<file path="src/rtl/pwrdn_pkg.sv">
package pwrdn_pkg;

  typedef enum logic [2:0] {
    MD_RUN     = 3'd0,
    MD_SLEEP   = 3'd1,
    MD_IOSTOP  = 3'd2,
    MD_SYSSTOP = 3'd3,
    MD_IDLE    = 3'd4,
    MD_STANDBY = 3'd5
  } pd_mode_e;

  typedef enum logic [1:0] {
    ST_RUN   = 2'd0,
    ST_LOWP  = 2'd1,
    ST_RECOV = 2'd2
  } pd_state_e;

  typedef struct packed {
    logic cpu;
    logic io;
    logic osc;
    logic co;
  } clk_en_t;

  function automatic logic mode_legal(input logic [2:0] code);
    return (code >= 3'd1) && (code <= 3'd5);
  endfunction

  function automatic clk_en_t mode_gate(input pd_mode_e m);
    clk_en_t g;
    case (m)
      MD_SLEEP:   g = '{cpu: 1'b0, io: 1'b1, osc: 1'b1, co: 1'b1};
      MD_IOSTOP:  g = '{cpu: 1'b1, io: 1'b0, osc: 1'b1, co: 1'b1};
      MD_SYSSTOP: g = '{cpu: 1'b0, io: 1'b0, osc: 1'b1, co: 1'b1};
      MD_IDLE:    g = '{cpu: 1'b0, io: 1'b0, osc: 1'b1, co: 1'b0};
      MD_STANDBY: g = '{cpu: 1'b0, io: 1'b0, osc: 1'b0, co: 1'b0};
      default:    g = '{cpu: 1'b1, io: 1'b1, osc: 1'b1, co: 1'b1};
    endcase
    return g;
  endfunction

endpackage

</file>
<file path="src/rtl/pwrdn_wake_dec.sv">
module pwrdn_wake_dec
  import pwrdn_pkg::*;
(
  input  logic     clk,
  input  logic     rst,
  input  pd_mode_e mode,
  input  logic     irq,
  input  logic     busreq,
  input  logic     sw_exit,
  output logic     wake_ev,
  output logic     sw_ret
);

  always_comb begin
    wake_ev = 1'b0;
    sw_ret  = 1'b0;
    case (mode)
      MD_SLEEP, MD_SYSSTOP: wake_ev = irq;
      MD_IDLE, MD_STANDBY:  wake_ev = irq | busreq;
      MD_IOSTOP:            sw_ret  = sw_exit;
      default: begin
        wake_ev = 1'b0;
        sw_ret  = 1'b0;
      end
    endcase
  end

  AST_IOSTOP_NO_EVENT: assert property (@(posedge clk) disable iff (rst)
    (mode == MD_IOSTOP) |-> !wake_ev);

  AST_LIGHT_NO_BUS: assert property (@(posedge clk) disable iff (rst)
    ((mode == MD_SLEEP || mode == MD_SYSSTOP) && !irq) |-> (!wake_ev && !sw_ret));

endmodule

</file>
<file path="src/rtl/pwrdn_rcv_cnt.sv">
module pwrdn_rcv_cnt
  import pwrdn_pkg::*;
#(
  parameter int IDLE_EXP       = 8,
  parameter int STBY_NORM_EXP  = 17,
  parameter int STBY_QUICK_EXP = 6
) (
  input  logic     clk,
  input  logic     rst,
  input  logic     load,
  input  pd_mode_e mode,
  input  logic     quick,
  input  logic     active,
  output logic     done
);

  localparam int MAX_A = (IDLE_EXP > STBY_NORM_EXP) ? IDLE_EXP : STBY_NORM_EXP;
  localparam int MAX_E = (MAX_A > STBY_QUICK_EXP) ? MAX_A : STBY_QUICK_EXP;
  localparam int CNT_W = MAX_E + 3;

  localparam logic [CNT_W-1:0] HC_SHORT = CNT_W'(3);
  localparam logic [CNT_W-1:0] HC_IDLE  = (CNT_W'(1) << (IDLE_EXP + 1)) + CNT_W'(3);
  localparam logic [CNT_W-1:0] HC_NORM  = (CNT_W'(1) << (STBY_NORM_EXP + 1)) + CNT_W'(3);
  localparam logic [CNT_W-1:0] HC_QUICK = (CNT_W'(1) << (STBY_QUICK_EXP + 1)) + CNT_W'(3);

  logic [CNT_W-1:0] cnt;
  logic [CNT_W-1:0] ld_val;

  always_comb begin
    case (mode)
      MD_IDLE:    ld_val = HC_IDLE;
      MD_STANDBY: ld_val = quick ? HC_QUICK : HC_NORM;
      default:    ld_val = HC_SHORT;
    endcase
  end

  always_ff @(posedge clk) begin
    if (rst) begin
      cnt <= '0;
    end else if (load) begin
      cnt <= ld_val;
    end else if (active && (cnt > CNT_W'(2))) begin
      cnt <= cnt - CNT_W'(2);
    end
  end

  assign done = active && (cnt <= CNT_W'(2));

  AST_HALF_STEP: assert property (@(posedge clk) disable iff (rst)
    (active && !load && (cnt > CNT_W'(2))) |=> (cnt == $past(cnt) - CNT_W'(2)));

endmodule

</file>
<file path="src/rtl/pwrdn_clk_gate.sv">
module pwrdn_clk_gate
  import pwrdn_pkg::*;
(
  input  logic      clk,
  input  logic      rst,
  input  pd_state_e nxt_state,
  input  pd_mode_e  nxt_mode,
  output logic      cpu_clk_en,
  output logic      io_clk_en,
  output logic      osc_en,
  output logic      clkout_en,
  output logic      run_ready
);

  clk_en_t g_nxt;

  always_comb begin
    case (nxt_state)
      ST_LOWP:  g_nxt = mode_gate(nxt_mode);
      ST_RECOV: begin
        g_nxt     = mode_gate(nxt_mode);
        g_nxt.osc = 1'b1;
      end
      default:  g_nxt = '{cpu: 1'b1, io: 1'b1, osc: 1'b1, co: 1'b1};
    endcase
  end

  always_ff @(posedge clk) begin
    if (rst) begin
      cpu_clk_en <= 1'b1;
      io_clk_en  <= 1'b1;
      osc_en     <= 1'b1;
      clkout_en  <= 1'b1;
      run_ready  <= 1'b1;
    end else begin
      cpu_clk_en <= g_nxt.cpu;
      io_clk_en  <= g_nxt.io;
      osc_en     <= g_nxt.osc;
      clkout_en  <= g_nxt.co;
      run_ready  <= (nxt_state == ST_RUN);
    end
  end

  AST_RECOV_OSC_ON: assert property (@(posedge clk) disable iff (rst)
    (nxt_state == ST_RECOV) |=> (osc_en && !run_ready));

  AST_STBY_ALL_OFF: assert property (@(posedge clk) disable iff (rst)
    (nxt_state == ST_LOWP && nxt_mode == MD_STANDBY)
      |=> !(cpu_clk_en || io_clk_en || osc_en || clkout_en));

endmodule

</file>
<file path="src/rtl/pwrdn_seq.sv">
module pwrdn_seq
  import pwrdn_pkg::*;
#(
  parameter int IDLE_EXP       = 8,
  parameter int STBY_NORM_EXP  = 17,
  parameter int STBY_QUICK_EXP = 6
) (
  input  logic       clk,
  input  logic       rst,
  input  logic [2:0] mode_sel,
  input  logic       enter_stb,
  input  logic       quick_rcv,
  input  logic       irq,
  input  logic       busreq,
  input  logic       sw_exit,
  output logic       cpu_clk_en,
  output logic       io_clk_en,
  output logic       osc_en,
  output logic       clkout_en,
  output logic       run_ready,
  output logic [2:0] mode_q
);

  pd_state_e state, nxt_state;
  pd_mode_e  mode_r, nxt_mode;
  logic      wake_ev, sw_ret, rcv_load, rcv_done;

  pwrdn_wake_dec u_wake (
    .clk     (clk),
    .rst     (rst),
    .mode    ((state == ST_LOWP) ? mode_r : MD_RUN),
    .irq     (irq),
    .busreq  (busreq),
    .sw_exit (sw_exit),
    .wake_ev (wake_ev),
    .sw_ret  (sw_ret)
  );

  pwrdn_rcv_cnt #(
    .IDLE_EXP       (IDLE_EXP),
    .STBY_NORM_EXP  (STBY_NORM_EXP),
    .STBY_QUICK_EXP (STBY_QUICK_EXP)
  ) u_cnt (
    .clk    (clk),
    .rst    (rst),
    .load   (rcv_load),
    .mode   (mode_r),
    .quick  (quick_rcv),
    .active (state == ST_RECOV),
    .done   (rcv_done)
  );

  always_comb begin
    nxt_state = state;
    nxt_mode  = mode_r;
    rcv_load  = 1'b0;
    case (state)
      ST_RUN: begin
        if (enter_stb && mode_legal(mode_sel)) begin
          nxt_state = ST_LOWP;
          nxt_mode  = pd_mode_e'(mode_sel);
        end
      end
      ST_LOWP: begin
        if (sw_ret) begin
          nxt_state = ST_RUN;
          nxt_mode  = MD_RUN;
        end else if (wake_ev) begin
          nxt_state = ST_RECOV;
          rcv_load  = 1'b1;
        end
      end
      ST_RECOV: begin
        if (rcv_done) begin
          nxt_state = ST_RUN;
          nxt_mode  = MD_RUN;
        end
      end
      default: begin
        nxt_state = ST_RUN;
        nxt_mode  = MD_RUN;
      end
    endcase
  end

  always_ff @(posedge clk) begin
    if (rst) begin
      state  <= ST_RUN;
      mode_r <= MD_RUN;
    end else begin
      state  <= nxt_state;
      mode_r <= nxt_mode;
    end
  end

  pwrdn_clk_gate u_gate (
    .clk        (clk),
    .rst        (rst),
    .nxt_state  (rst ? ST_RUN : nxt_state),
    .nxt_mode   (nxt_mode),
    .cpu_clk_en (cpu_clk_en),
    .io_clk_en  (io_clk_en),
    .osc_en     (osc_en),
    .clkout_en  (clkout_en),
    .run_ready  (run_ready)
  );

  assign mode_q = mode_r;

  AST_RST_TO_RUN: assert property (@(posedge clk)
    rst |=> (run_ready && mode_q == 3'd0 && cpu_clk_en && osc_en));

  AST_ILLEGAL_IGNORED: assert property (@(posedge clk) disable iff (rst)
    (state == ST_RUN && enter_stb && !mode_legal(mode_sel)) |=> (state == ST_RUN));

  AST_NO_ENTRY_BUSY: assert property (@(posedge clk) disable iff (rst)
    (state != ST_RUN) |=> ((state == ST_RUN) || (mode_r == $past(mode_r))));

endmodule

</file>
<file path="config.mk">
export PLATFORM = sky130hd
export DESIGN_NAME = pwrdn_seq
export DESIGN_NICKNAME = d
export VERILOG_FILES = /design/src/rtl/pwrdn_pkg.sv /design/src/rtl/pwrdn_wake_dec.sv /design/src/rtl/pwrdn_rcv_cnt.sv /design/src/rtl/pwrdn_clk_gate.sv /design/src/rtl/pwrdn_seq.sv
export SDC_FILE = /design/constraint.sdc
export NUM_CORES = 1
export LEC_CHECK = 0
export BUFFER_PORTS_ARGS = -buffer_cell sky130_fd_sc_hd__clkbuf_2
export CORE_MARGIN = 5
export CORE_UTILIZATION = 60
export CTS_BUF_LIST = sky130_fd_sc_hd__clkbuf_4
export CTS_CLUSTER_DIAMETER = 40
export DETAILED_ROUTE_END_ITERATION = 16
export PLACE_DENSITY = 0.9
export SYNTH_ARGS = -nofsm -noshare
export SYNTH_HDL_FRONTEND = slang
export SYNTH_SLANG_ARGS = --single-unit
</file>
<file path="constraint.sdc">
create_clock -name clk -period 2.4 [get_ports clk]
set_input_delay 0.48 -clock clk [delete_from_list [all_inputs] [get_ports clk]]
set_output_delay 0.48 -clock clk [all_outputs]
set_load 0.005 [all_outputs]
</file>
* After elaboration in Yosys (flattened, before gate mapping)
Index checks and enable logic that the tools add are counted.
** Word-level totals
- Register bits after elaboration :: 30
- Input port bits :: 10
- Output and inout bits :: 8
- Logic and storage cells :: 61
** Operators by class
- Add/sub/neg operators :: 1
- $lt $le $gt $ge :: 4
- Equal/unequal tests :: 16
- Muxes and demuxes :: 22
- Bitwise operators :: 1
- Reduce and logical (&&, ||, !) cells :: 9
** Operators with widths (number)
- 20-bit two-way mux :: 2
- 20-bit case mux with 2 select lines :: 1
- 20-bit by 2-bit greater-than comparator with 1-bit output, second input constant :: 1
- 20-bit by 2-bit <= comparator with 1-bit output, second input constant :: 1
- 4-bit case mux with 5 select lines :: 1
- 20-bit by 2-bit subtractor with 20-bit output, second input constant :: 1
- 19-bit two-way mux :: 1
- 3-bit == test, second input constant :: 6
- 3-bit by 2-bit == test with 1-bit output, second input constant :: 4
- 3-bit two-way mux :: 4
- 2-bit two-way mux :: 5
- 3-bit case mux with 3 select lines :: 1
- 4-bit case mux with 2 select lines :: 1
- 3-bit by 1-bit == test with 1-bit output, second input constant :: 2
- 2-bit case mux with 3 select lines :: 1
- 2-bit by 1-bit == test with 1-bit output, second input constant :: 2
- 2-bit == test, second input constant :: 2
- 1-bit logical AND :: 4
- 2-bit zero test :: 2
- 1-bit two-way mux :: 4
- 2-bit OR reduction :: 2
- 3-bit by 1-bit >= comparator with 1-bit output, second input constant :: 1
- 3-bit <= comparator, second input constant :: 1
- 1-bit case mux with 2 select lines :: 1
- 2 further kinds :: 2

* Logic depth before layout (Yosys ltp)
Gate-level depths: netlist of the first run.
- Depth after elaboration :: 11
- Gate-level depth with buffers :: 9
- Gate-level depth less buffers :: 8

* Cells and area by module
Synthesis of the first run repeated with hierarchy kept, for this count alone.
** Unflattened totals
- Cell total of the unflattened synthesis :: 202
- Area total of the unflattened synthesis :: 1735.4 sq um
** By module, submodules not included
- pwrdn_rcv_cnt :: instances 1, cells each 127, area each 1096.1 sq um, seq. area each 400.4 sq um
- pwrdn_seq :: instances 1, cells each 49, area each 379.1 sq um, seq. area each 100.1 sq um
- pwrdn_clk_gate :: instances 1, cells each 22, area each 226.5 sq um, seq. area each 100.1 sq um
- pwrdn_wake_dec :: instances 1, cells each 4, area each 33.8 sq um, seq. area each 0.0 sq um

* Worst setup path after synthesis of the first run
No wires, ideal clock.
- Path kind :: register to register
- From :: register u_cnt.cnt[11]
- To :: register u_gate.clkout_en
- Setup time :: 0.128 ns
- Data arrival time :: 2.041 ns
- Required time :: 2.272 ns
- Slack :: 0.231 ns
- Cell stages (with the launch flop) :: 9
- Path buffers :: 0
- Clock period less this slack :: 2.169 ns
- Path through :: dfxtp_1 > or4_4 > nor4_4 > a21o_1 > a21o_1 > inv_1 > ha_1 > nor2_1 > o21ai_0
** On the way
- Longest elaborated chain between the ends :: 7
- Elaborated cells between the ends (all ways) :: 16
- Those cells by class :: order compare: 1; eq/ne: 7; mux: 7; reduce/logical: 1
** Ends and longest elaborated chain
- start, declared :: RTL line pwrdn_rcv_cnt.sv:26 : logic [CNT_W-1:0] cnt;
- start signal, assigned :: RTL line pwrdn_rcv_cnt.sv:41 : cnt <= ld_val;
- start signal, assigned :: RTL line pwrdn_rcv_cnt.sv:43 : cnt <= cnt - CNT_W'(2);
- 20-bit by 2-bit <= comparator with 1-bit output * :: RTL line pwrdn_rcv_cnt.sv:47 : assign done = active && (cnt <= CNT_W'(2));
- 1-bit logical AND * :: RTL line pwrdn_rcv_cnt.sv:47
- 2-bit two-way mux * :: RTL line pwrdn_seq.sv:74 : if (rcv_done) begin
- 2-bit case mux with 3 select lines * :: RTL line pwrdn_seq.sv:57 : case (state)
- 2-bit two-way mux *
- named net u_gate.nxt_state[1] :: RTL line pwrdn_clk_gate.sv:6 : input pd_state_e nxt_state,
- 2-bit == test / 2-bit by 1-bit == test with 1-bit output (equally long branches) :: RTL line pwrdn_clk_gate.sv:18 : case (nxt_state)
- 4-bit case mux with 2 select lines * :: RTL line pwrdn_clk_gate.sv:18
- end signal, assigned :: RTL line pwrdn_clk_gate.sv:39 : clkout_en <= g_nxt.co;
- end, declared :: RTL line pwrdn_clk_gate.sv:11 : output logic clkout_en,
Mark *: on every way through the listed nets, which the timed path passes. The rest lies on a longest branch.
A chain may end at the register's enable or synchronous reset.

* Final worst setup path of the first run
- From :: register u_cnt.cnt[11]
- To :: register u_gate.cpu_clk_en
** On the way
- Longest elaborated chain between the ends :: 7
- Elaborated cells between the ends (all ways) :: 16
- Those cells by class :: order compare: 1; eq/ne: 7; mux: 7; reduce/logical: 1
** Ends and longest elaborated chain
- 20-bit by 2-bit <= comparator with 1-bit output * :: RTL line pwrdn_rcv_cnt.sv:47
- 1-bit logical AND * :: RTL line pwrdn_rcv_cnt.sv:47
- 2-bit two-way mux * :: RTL line pwrdn_seq.sv:74
- 2-bit case mux with 3 select lines * :: RTL line pwrdn_seq.sv:57
- 2-bit two-way mux *
- named net u_gate.nxt_state[1] :: RTL line pwrdn_clk_gate.sv:6
- 2-bit == test / 2-bit by 1-bit == test with 1-bit output (equally long branches) :: RTL line pwrdn_clk_gate.sv:18
- 4-bit case mux with 2 select lines * :: RTL line pwrdn_clk_gate.sv:18
- end signal, assigned :: RTL line pwrdn_clk_gate.sv:36 : cpu_clk_en <= g_nxt.cpu;
- end, declared :: RTL line pwrdn_clk_gate.sv:8 : output logic cpu_clk_en,
Marks and branches as above.

==> out/results.ini, run 1 <==
[final_layout]
syn_to_final_growth_pct=13.7
stdcell_count=234
final_cell_mix=dfxtp_1 (30), nor2_1 (23), clkbuf_2 (17), xor2_1 (11)
nets=217
layout_commonest_cell=dfxtp_1
final_area_sq_um=1790
drive_above_1_share_pct=21.6
fillCellCount=203
seq_area_sq_um=601
multiInputGateArea_sq_um=931
antenna_cells=0

[worst_setup_path]
crit_type=reg -> reg
crit_top_cell=a21o_1
worstPathCellList=or4_4 -> nor4_4 -> a21o_1 -> a21o_1 -> inv_1 -> ha_1 -> nor2_2 -> o21ai_0
cp.required_ps=2600
worstPathMaxFanout=5
end_kind=flop
cp_slowest_cell=or4_4
cp-start-kind=flop
cp_top_family=simple AND/OR/NAND/NOR gates
critPathMaxStageDelay_ps=590
arrival_ps=2430
crit_buf_inv=1

[route]
via_per_inst=5.94
drt-total-wl_um=3500
drt_iter0_drc=125
dr.pass1.iters=4
vias=1390
wl_per_cell_um=15.0
drc=0
ant_nets=0

[logic_synthesis]
syn_inst=177
synth_seq_cells=30
synth_seq_area_share_pct=38.2
async_flop_share_pct=0
synth_cell_types=43
synthFlopType=dfxtp_1
synth_area_per_cell_sq_um=8.87
synth_nets=191
yosysWarnings=0
synth_edf_count=0
netlist_area_sq_um=1570

[clock_network]
cts_tree=built
path_clk_slew_ps=90
clockBufferDepth=2
clock_sinks=30
cts-buffers-inserted=5
hold_buffers=0
clockRootBuffer=clkbuf_4
clk_latency_ps=330
h-tree-depth=2

[pwr]
peakVddDrop_v=0.000429
swShare_pct=27.5
power.internal_mw=0.672
p_switching_mw=0.255
total_power_mw=0.928
cellPowerDensity_nw_per_um2=520
combinationalPowerShare_pct=14.3
p_leak_nw=0.695
pwr-share-seq_pct=56.4
p_clk_share_pct=29.2

[global_route]
grt_max_degree=19
grt_overflow=0
track_usage_pct=21.3
antenna_found_initial=0
grt_pass1_wl_um=5870
first_global_vias=1365

[sta]
maxSlewHeadroom_pct=51.7
period_needed_ps=2230
fin_crit_sh_pct=93.0
setup_slack_ps=168
fmax_mhz=448
finalSetupViolCount=0
skew_ps=10.1
worst_pin_slew_ps=724
finalHoldViolCount=0
drv_slew=0

[placed_design]
io_buffer_count=17
place_area_sq_um=1710
pre_cts_slack_ps=61.5
placed_cells=224
post-dp-hpwl_um=2560
gp_congestion=0.904

[status]
status=finished clean

[die]
ios=18
initial_utilization_pct=62.8
row_count=18
die_x_um=61.2
coreArea_sq_um=2500
die_area_sq_um=3740
die_h_um=61.2

[job]
drv_cap=0

[worst_hold_path]
hold_class=in -> reg

[repair_timing]
| item | CTS | global route |
|---|---|---|
| setup buffers | 0 | 2 |
| resized for setup | 0 | 3 |
| setup endpoints to repair | 0 | 4 |
[power by group through the flow]
| stage | Sequential (mW) | Clock, mW | Combinational [mW] |
|---|---|---|---|
| after floorplan | 0.535 | 0 | 0.0855 |
| after global placement | 0.534 | 0 | 0.122 |
| after detailed placement | 0.535 | 0 | 0.128 |
| after CTS | 0.523 | 0.280 | 0.130 |
| after global routing | 0.526 | 0.310 | 0.148 |
| final | 0.524 | 0.271 | 0.133 |
[flip-flops by register name, summed over array words and instances, names as in the netlist]
name / cells
u_gate.io_clk_en: 1
state: 2
u_gate.clkout_en: 1
u_gate.osc_en: 1
u_cnt.cnt: 20
u_gate.run_ready: 1
mode_q: 3
u_gate.cpu_clk_en: 1
[stage by stage]
stage               TNS [ps]  hold WS, ps  utilization [%]
CTS                        0          399             70.4
global route           -37.8          400             71.4
floorplan                  0          426                -
finish                     0          411             71.4
global placement           0          438             68.4
detailed placement         0          446             68.4
[cells by family (layout without fill, tap and decap cells)]
family          count (synthesis)  after routing  share of synthesized area [%]
flops                          30             30                           38.2
xor+xnor                       17             17                           9.48
buf+inv                        13             40                           3.19
compound gates                 35             35                           17.5
simple gates                   76             76                           27.1
fa+ha+maj                       4              4                           3.19
mux                             2              2                           1.27
[per-layer routing]
layer  wire length [um]  global-route usage, %  share of wire (%)
met5                  0                      0                  0
met4                 68                   11.1                1.9
met3                214                   6.71                6.1
met2               1760                   36.1                 50
met1               1460                   23.7                 42
[cell usage after synthesis, drive strengths merged (3+ instances only)]
master  number  area share (%)
nand2        8             1.9
a211oi       4             1.9
ha           4             3.2
xor2        11             6.1
a21o         5             2.4
nor2b        3             1.2
clkbuf       4            0.96
nand2b       6             2.4
or3          4             1.6
xnor2        6             3.3
nand3b       3             1.4
a21oi        8             3.5
o21ai        8             2.8
nor2        25             6.0
nor3         6             1.9
a31oi        3             2.2
dfxtp       30              38
nand3        4             1.3
nor4         6             3.3
inv          8             1.9
[area by class of cell]
cell class	count	area share [%]
clock buffer	5	2.10
clock inverter	3	0.631
inverter	8	1.68
multi-input combinational	134	52.1
sequential	30	33.6
tap	30	2.10
timing repair buffer	24	7.71
[worst register-to-register path: cells and delay by family, from the launching register on]
family                   cells  cell delay, ps
buffers and inverters        1              70
adder cells (fa/ha/maj)      1             220
AO/OA/AOI/OAI                3             460
AND/OR/NAND/NOR              3            1020
flip-flops                   1             350
[final timing paths]
check / depth (start not counted) / startpoint / slack, ps / to
hold reg to reg: 2 / u_cnt.cnt[0]$_SDFFE_PP0P_ / 450 / u_cnt.cnt[0]$_SDFFE_PP0P_
hold / removal: 3 / quick_rcv / 410 / u_cnt.cnt[7]$_SDFFE_PP0P_
setup / recovery: 8 / u_cnt.cnt[11]$_SDFFE_PP0P_ / 170 / u_gate.cpu_clk_en$_SDFF_PP1_
setup reg to reg: 8 / u_cnt.cnt[11]$_SDFFE_PP0P_ / 170 / u_gate.cpu_clk_en$_SDFF_PP1_
(Power assumes the default switching activity.)
==> inputs of run 2 (changes only) <==
ABC_AREA = 1   (was default)
CORE_MARGIN = 1   (was 5)
PLACE_DENSITY = 0.89   (was 0.9)
==> out/results.ini, run 2 <==
[clock_network]
h-tree-depth=2
cts-buffers-inserted=5
cts_setup_buffers=0
cts_tree=built
clock_sinks=30
cts_resized=0
clockBufferDepth=2
clockRootBuffer=clkbuf_4
clk_latency_ps=330
hold_buffers=0
path_clk_slew_ps=100

[pwr]
p_clk_share_pct=39.0
power.internal_mw=0.931
peakVddDrop_v=0.000691
swShare_pct=27.1
p_leak_nw=0.969
pwr-share-seq_pct=42.0
p_switching_mw=0.346
combinationalPowerShare_pct=19.1
cellPowerDensity_nw_per_um2=654

[logic_synthesis]
synth_most_common_cell=nand2_1
synth_area_per_cell_sq_um=6.54
yosysTopAreaCellShare_pct=34.5
ys_top_cells_by_area=dfxtp_1 (35%), nand2_1 (14%), nor2_1 (11%)
synth_common_cells=nand2_1 (67), nor2_1 (50), inv_1 (31)
synth_seq_area_share_pct=34.5
netlist_area_sq_um=1740
syn_inst=266
yosysTopAreaCell=dfxtp_1
synth_seq_cells=30
synth_edf_count=0
synth_cell_types=27
synth_nets=280
yosysWarnings=0
synthFlopType=dfxtp_1
async_flop_share_pct=0

[global_route]
grt_overflow=0
grt_use_met3_pct=5.58
track_usage_pct=25.2
grt-busiest-layer=met2
grt_pass1_wl_um=6210
first_global_vias=1523
gr-usage-met1_pct=32.4
grt_max_degree=14
antenna_found_initial=0
grt_use_met2_pct=42.0

[final_layout]
seq_area_sq_um=601
syn_to_final_growth_pct=12.3
multiInputGateArea_sq_um=986
drive_above_1_share_pct=16.2
final_cell_mix=nand2_1 (67), nor2_1 (50), inv_1 (31), dfxtp_1 (30), clkbuf_2 (17)
fillCellCount=232
top_register=u_cnt.cnt
layout_commonest_cell=nand2_1
nets=303
largest_register_ffs=20
antenna_cells=0

[sta]
tns_ps=0
skew_ps=16.9
finalHoldViolCount=0
fin_crit_sh_pct=90.7
period_needed_ps=2180
fmax_mhz=459
rsz0062_at_grt=no
drv_slew=0
finalSetupViolCount=0
maxSlewHeadroom_pct=72.0
fin_worst_hold_slack_ps=485
setup_slack_ps=222
worst_pin_slew_ps=419

[worst_setup_path]
crit_type=reg -> reg
end_kind=flop
cp-start-kind=flop
worstPathMaxFanout=8
arrival_ps=2410
cp.required_ps=2630

[die]
die_x_um=55.8
die_h_um=55.8
coreArea_sq_um=2760
initial_utilization_pct=63.1
row_count=19
ios=18
die_area_sq_um=3120

[job]
drv_cap=0

[worst_hold_path]
hold_class=reg -> reg

[route]
dr.pass1.iters=4
vias=1672
drt-total-wl_um=3480
wl_per_cell_um=10.8
via_per_inst=5.21
ant_nets=0
drt_iter0_drc=79
drc=0

[placed_design]
io_buffer_count=17
pre_cts_slack_ps=196
post-dp-hpwl_um=2770
gp_congestion=0.916

[status]
status=finished clean

## run 2: changes by cell type after synthesis, sizes merged, moves of 9 or more
cell	before	now
inv	8	33
nand3	4	18
nand2	8	71
xor2	11	2
nor2	25	60
## run 2: area by class of cell
cell class	instances	area share [%]
Clock inverter	3	3.27
Multi-Input combinational cell	200	50.5
Tap cell	31	1.99
Sequential cell	30	30.7
Timing Repair Buffer	19	5.12
Clock buffer	5	1.92
Inverter	33	6.47
## run 2: cells by family (layout without fill, tap and decap cells)
logic type                 Yosys count  in the layout  synth area share (%)
AOI/OAI and AO/OA                   23             23                  6.91
xor gates and xnor gates             5              5                  2.52
adders and majority gates            4              4                  2.88
buffers and inverters               36             60                  8.78
DFF                                 30             30                  34.5
and+or+nand+nor                    168            168                  44.4
## run 2: final timing paths
path / endpoint / cells past startpoint / start / slack [ps]
setup / recovery: u_gate.osc_en$_SDFF_PP1_ / 16 / state[0]$_DFF_P_ / 220
hold / removal: u_cnt.cnt[0]$_SDFFE_PP0P_ / 2 / u_cnt.cnt[0]$_SDFFE_PP0P_ / 480
setup reg to reg: u_gate.osc_en$_SDFF_PP1_ / 16 / state[0]$_DFF_P_ / 220
hold reg to reg: u_cnt.cnt[0]$_SDFFE_PP0P_ / 2 / u_cnt.cnt[0]$_SDFFE_PP0P_ / 480
## run 2: worst max-delay path, stage by stage (launching register included)
cell and delay, ps:
dfxtp_1 340, inv_1 80, nor2_4 120, nand2_1 110, inv_1 70, nand2_1 50
nand2_2 90, inv_1 90, nand2_2 150, inv_2 80, nor2_2 140, inv_1 80
ha_1 290, nor2_1 160, inv_1 70, nor2_1 100, nand2_1 60
## run 2: routing by layer
| layer | wire length, um | vias up |
|---|---|---|
| met3 | 169 | 4 |
| met1 | 1640 | 742 |
| met4 | 40 | 0 |
| li1 | - | 891 |
| met2 | 1640 | 35 |
| met5 | 0 | - |
## run 2: power by group through the flow
stage	combinational, mW	clock (mW)	sequential (mW)
after global placement	0.240	0	0.548
final	0.243	0.498	0.536
after detailed placement	0.243	0	0.548
after CTS	0.245	0.508	0.536
after global routing	0.278	0.524	0.539
after floorplan	0.186	0	0.546
## run 2: through the flow
stage	instances	cell area, sq um	total power, mW	utilization [%]
2_1_floorplan	266	1740	0.731	-
3_3_place_gp	313	1850	0.788	67.2
3_5_place_dp	313	1850	0.791	67.2
4_1_cts	321	1950	1.29	70.8
5_1_grt	321	1950	1.34	70.8
6_report	321	1950	1.28	70.8
